**config.mk**
```make
export PLATFORM = sky130hd
export DESIGN_NAME = spi_mem_cmd
export DESIGN_NICKNAME = d
export VERILOG_FILES = /design/src/rtl/spi_mem_cmd.sv
export SDC_FILE = /design/constraint.sdc
export NUM_CORES = 1
export LEC_CHECK = 0
export ABC_AREA = 0
export BUFFER_PORTS_ARGS = -buffer_cell sky130_fd_sc_hd__buf_2
export CORE_MARGIN = 2
export CORE_UTILIZATION = 50
export DETAILED_ROUTE_END_ITERATION = 10
export PLACE_DENSITY = 0.69
export SETUP_SLACK_MARGIN = 0.02
export SYNTH_ARGS = -nofsm -noshare
export SYNTH_HDL_FRONTEND = slang
export SYNTH_SLANG_ARGS = --single-unit
```
**constraint.sdc**
```tcl
create_clock -name clk -period 3 [get_ports clk]
set_clock_uncertainty 0.15 [all_clocks]
set_input_delay 0.9 -clock clk [delete_from_list [all_inputs] [get_ports clk]]
set_output_delay 0.9 -clock clk [all_outputs]
set_load 0.01 [all_outputs]
```
**src/rtl/spi_mem_cmd.sv**
```systemverilog
module spi_mem_cmd #(
  parameter int DEPTH = 2048,
  parameter int PAGE  = 32,
  localparam int AW = $clog2(DEPTH),
  localparam int PW = $clog2(PAGE),
  localparam int SW = (AW > 8) ? AW : 8
) (
  input  logic          clk,
  input  logic          rst_n,
  input  logic          cs_n,
  input  logic          sck,
  input  logic          si,
  input  logic          hold_n,
  output logic          so,
  output logic          so_oe,
  input  logic          busy,
  input  logic [7:0]    stat_rdata,
  output logic [AW-1:0] mem_addr,
  input  logic [7:0]    mem_rdata,
  output logic          wel_set,
  output logic          wel_clr,
  output logic          stat_wr,
  output logic [7:0]    stat_data,
  output logic          wr_valid,
  output logic [AW-1:0] wr_addr,
  output logic [7:0]    wr_data
);

  typedef enum logic [2:0] {P_OP, P_ADDR, P_RD, P_WR, P_SW, P_SKIP} phase_t;

  phase_t        phase;
  logic          sck_q, held, out_act, pend, is_st, is_wr, ab, so_q;
  logic [2:0]    bcnt;
  logic [SW-2:0] sr;
  logic [AW-1:0] addr;
  logic [7:0]    tx;

  wire          active = ~cs_n & ~held;
  wire          rise   = active & sck & ~sck_q;
  wire          fall   = active & ~sck & sck_q;
  wire [SW-1:0] sh     = {sr, si};
  wire          last   = rise & (bcnt == 3'd7);
  wire [7:0]    op     = sh[7:0];
  wire          op_ok  = (op[7:4] == 4'd0) && (op[2:0] != 3'b000) && (op[2:0] != 3'b111);

  assign so       = so_q;
  assign so_oe    = ~cs_n & ~held & out_act & (phase == P_RD);
  assign mem_addr = addr;

  always_ff @(posedge clk or negedge rst_n) begin
    if (!rst_n) begin
      phase <= P_OP;  sck_q <= 1'b0; held <= 1'b0; out_act <= 1'b0;
      pend <= 1'b0;   is_st <= 1'b0; is_wr <= 1'b0; ab <= 1'b0; so_q <= 1'b0;
      bcnt <= '0;     sr <= '0;      addr <= '0;   tx <= '0;
      wel_set <= 1'b0; wel_clr <= 1'b0; stat_wr <= 1'b0; stat_data <= '0;
      wr_valid <= 1'b0; wr_addr <= '0; wr_data <= '0;
    end else begin
      sck_q    <= sck;
      wel_set  <= 1'b0;
      wel_clr  <= 1'b0;
      stat_wr  <= 1'b0;
      wr_valid <= 1'b0;
      pend     <= 1'b0;
      if (pend) tx <= is_st ? stat_rdata : mem_rdata;
      if (cs_n) begin
        phase <= P_OP; bcnt <= '0; held <= 1'b0; out_act <= 1'b0; ab <= 1'b0;
      end else begin
        if (!sck) held <= ~hold_n;
        if (rise) begin
          sr   <= sh[SW-2:0];
          bcnt <= bcnt + 3'd1;
        end
        if (fall && phase == P_RD) begin
          so_q    <= tx[~bcnt];
          out_act <= 1'b1;
        end
        if (last) begin
          case (phase)
            P_OP: begin
              if (!op_ok || (busy && op[2:0] != 3'b101)) phase <= P_SKIP;
              else begin
                case (op[2:0])
                  3'b110: begin wel_set <= 1'b1; phase <= P_SKIP; end
                  3'b100: begin wel_clr <= 1'b1; phase <= P_SKIP; end
                  3'b101: begin is_st <= 1'b1; pend <= 1'b1; phase <= P_RD; end
                  3'b001: phase <= P_SW;
                  3'b011: begin is_st <= 1'b0; is_wr <= 1'b0; phase <= P_ADDR; end
                  default: begin is_st <= 1'b0; is_wr <= 1'b1; phase <= P_ADDR; end
                endcase
              end
            end
            P_ADDR: begin
              ab <= ~ab;
              if (ab) begin
                addr <= sh[AW-1:0];
                if (is_wr) phase <= P_WR;
                else begin
                  pend  <= 1'b1;
                  phase <= P_RD;
                end
              end
            end
            P_RD: begin
              if (!is_st) addr <= addr + 1'b1;
              pend <= 1'b1;
            end
            P_WR: begin
              wr_valid       <= 1'b1;
              wr_data        <= sh[7:0];
              wr_addr        <= addr;
              addr[PW-1:0]   <= addr[PW-1:0] + 1'b1;
            end
            P_SW: begin
              stat_wr   <= 1'b1;
              stat_data <= sh[7:0];
              phase     <= P_SKIP;
            end
            default: ;
          endcase
        end
      end
    end
  end

endmodule

```
==> flow_summary.json <==
{
  "seqPwrFrac_pct": 53.4,
  "yosysSeqAreaShare_pct": 54.01,
  "swShare_pct": 26.57,
  "avgSynthCellArea_um2": 10.92,
  "grt.overflow.total": 0,
  "area_growth_pct": 19.31,
  "start_util_pct": 51.02,
  "synthArstFlopShare_pct": 100.0,
  "tightest_slew_ps": 561.7,
  "finalHoldViolCount": 0,
  "place.gp.congestion": 0.7971,
  "synth_fp_nets": 340,
  "drv_cap": 0,
  "netSwitchingPower_uw": 544.8,
  "crit_chain": "buf_2, buf_4, nor2_1, and3_1, buf_2",
  "rsz0062_at_grt": "false",
  "grt_pass1_wl_um": 11940,
  "avgRoutedWirePerCell_um": 15.10,
  "diodes": 0,
  "syn_inst": 314,
  "mostFrequentLayoutCell": "dfrtp_1",
  "crit_path_start_kind": "input pin",
  "post_cts_buffers": 0,
  "cp-end-kind": "output pin",
  "grt_usage_pct": 20.58,
  "clkTransAtPathRegs_ps": 80,
  "status": "completed",
  "r2r-end": "wr_addr[5]",
  "hpwl_um": 4780,
  "drt-pass1-iter-count": 4,
  "die_area_um2": 7535,
  "die_x_um": 86.81,
  "slew_violations": 0,
  "ys.flop_type": "dfrtp_1",
  "worstPathArrival_ps": 1590,
  "num-fill-cells": 580,
  "combPwrFrac_pct": 6.9,
  "cts_tree": "yes",
  "core_um2": 6719,
  "cts_resized": 0,
  "antenna_found_initial": 0,
  "synth_edf_count": 0,
  "ff2ff_path_depth": 5,
  "cts.sinks": 74,
  "layout_common_cells": "74 x dfrtp_1, 65 x buf_2, 47 x nand2_1, 28 x a21oi_1, 27 x mux2_2",
  "cp_slowest_cell": "buf_4",
  "viasPerCell": 5.562,
  "power.density_nw_per_um2": 501.3,
  "cpMostUsedCell": "buf_2",
  "first_global_vias": 2483,
  "die_h_um": 86.81,
  "io_pins": 67,
  "period_needed_ps": 2643,
  "ys_seq_elements": 74,
  "cellInternalPower_mw": 1.506,
  "clock_path_buffers": 2,
  "drt-total-wl_um": 7069,
  "vias": 2603,
  "synth_area_um2": 3428,
  "critical_path_class": "in2out",
  "antenna_left": 0,
  "fmax_mhz": 378.4,
  "r2r-start": "held",
  "required_ps": 1950,
  "clk_latency_ps": 360,
  "pwr-share-clk_pct": 39.7,
  "rows": 30,
  "setup_viol": 0,
  "drt_iter0_drc": 108,
  "drc": 0,
  "port_buffers": 66,
  "ys.warnings.count": 0,
  "crit_fanout": 11,
  "crit_path_max_incr_delay_ps": 170,
  "drive_gt1_share_pct": 34.28,
  "grt_max_degree": 40,
  "synth_cell_types": 45,
  "ctsRootBufferMaster": "clkbuf_8",
  "slew_headroom_pct": 62.21,
  "power.leakage_nw": 2.023,
  "finalSetupTns_ps": 0,
  "cts_hold_buffers": 0,
  "place_area_um2": 3880,
  "vdd_drop_max_uv": 347.1,
  "design_area_um2": 4090,
  "h-tree-depth": 3,
  "r2r_slack_ps": 770,
  "final_nets": 409,
  "hold_path_class": "in2async",
  "cts_buffers": 9,
  "period_share_pct": 88.10
}
==> metrics by stage <==
stage | utilization, % | power, mW | setup WS (ps) | std cells | hold slack (ps)
global route | 60.88 | 2.148 | 300.4 | 468 | 377.9
finish | 60.88 | 2.050 | 357.1 | 468 | 342.3
global placement | 57.75 | 1.253 | 179.1 | 452 | 309.3
floorplan | - | 1.171 | 381.0 | 314 | 296.8
CTS | 60.88 | 2.074 | 361.6 | 468 | 351.7
detailed placement | 57.75 | 1.257 | 154.7 | 452 | 331.5
==> cells by family after synthesis <==
kind of cell,synth area share (%)
simple gates,16.57
flops,54.01
compound gates,11.39
mux,13.10
buf+inv,3.321
fa+ha+maj,1.095
xor+xnor,0.5110
==> flip-flops by register name, indices dropped and copies added (netlist names), 3 cells and up <==
| register | count |
|---|---|
| stat_data | 8 |
| phase | 3 |
| wr_addr | 11 |
| sr | 10 |
| bcnt | 3 |
| tx | 8 |
| wr_data | 8 |
| mem_addr | 11 |
==> cell usage after synthesis, types with 2 or more instances <==
| cell type | count | share of area (%) |
|---|---|---|
| and3_1 | 4 | 0.73 |
| o31ai_1 | 3 | 0.66 |
| a31oi_1 | 3 | 0.55 |
| o22ai_1 | 4 | 0.73 |
| buf_6 | 2 | 0.66 |
| nor2b_1 | 2 | 0.36 |
| o21ai_0 | 12 | 1.8 |
| xnor2_1 | 2 | 0.51 |
| dfrtp_1 | 74 | 54 |
| a21oi_1 | 28 | 4.1 |
| mux4_2 | 2 | 1.3 |
| o32ai_1 | 3 | 0.77 |
| inv_1 | 5 | 0.55 |
| buf_2 | 4 | 0.58 |
| a211oi_2 | 2 | 0.73 |
| nor2_1 | 21 | 2.3 |
| nand4_1 | 3 | 0.55 |
| nor3b_1 | 4 | 0.88 |
| nand2_1 | 47 | 5.1 |
| and4_1 | 2 | 0.51 |
| mux2i_1 | 10 | 2.9 |
| nand3b_1 | 5 | 1.1 |
| nor4b_1 | 2 | 0.51 |
| nand3_1 | 3 | 0.44 |
| mux2_2 | 27 | 8.9 |
| nand2b_1 | 6 | 1.1 |
| clkbuf_1 | 12 | 1.3 |
| ha_1 | 3 | 1.1 |
| o221a_2 | 2 | 0.66 |
| nor3_1 | 2 | 0.29 |
==> power by group through the flow <==
stage,Clock (mW),Combinational [mW],Sequential (mW)
finish,0.813,0.141,1.10
global route,0.881,0.165,1.10
CTS,0.835,0.144,1.09
detailed placement,0,0.143,1.11
global placement,0,0.140,1.11
floorplan,0,0.0907,1.08
==> layer usage <==
metal	global-route usage, %	up-vias	share of wire (%)
met5	0	-	0
met4	8.239	0	1.6
met3	5.333	11	4.7
met2	31.71	69	47
met1	27.81	1264	46
li1	-	1259	-
==> critical path: cells and delay by family <==
family	cells	cell delay, ps
and+or+nand+nor	2	300
buffers and inverters	3	400
==> cell type report <==
class / instances / area [um^2] / share of cell area [%]
Clock buffer: 10 / 137.6 / 3.365
Timing Repair Buffer: 77 / 440.4 / 10.77
Inverter: 5 / 18.77 / 0.4589
Tap cell: 80 / 100.1 / 2.447
Multi-Input combinational cell: 216 / 1469 / 35.91
Sequential cell: 74 / 1852 / 45.27
Clock inverter: 6 / 72.57 / 1.774
==> how the worst max path moves through the flow <==
stage / from / to / slack (ps) / depth (start not counted)
global placement: cs_n / wr_addr[0] / 180 / 6
global route: cs_n / so_oe / 300 / 5
CTS: cs_n / so_oe / 360 / 5
floorplan: cs_n / wr_data[0] / 380 / 5
detailed placement: cs_n / wr_data[5] / 150 / 6
finish: cs_n / so_oe / 360 / 5
Power figures use the tool's default switching activity.
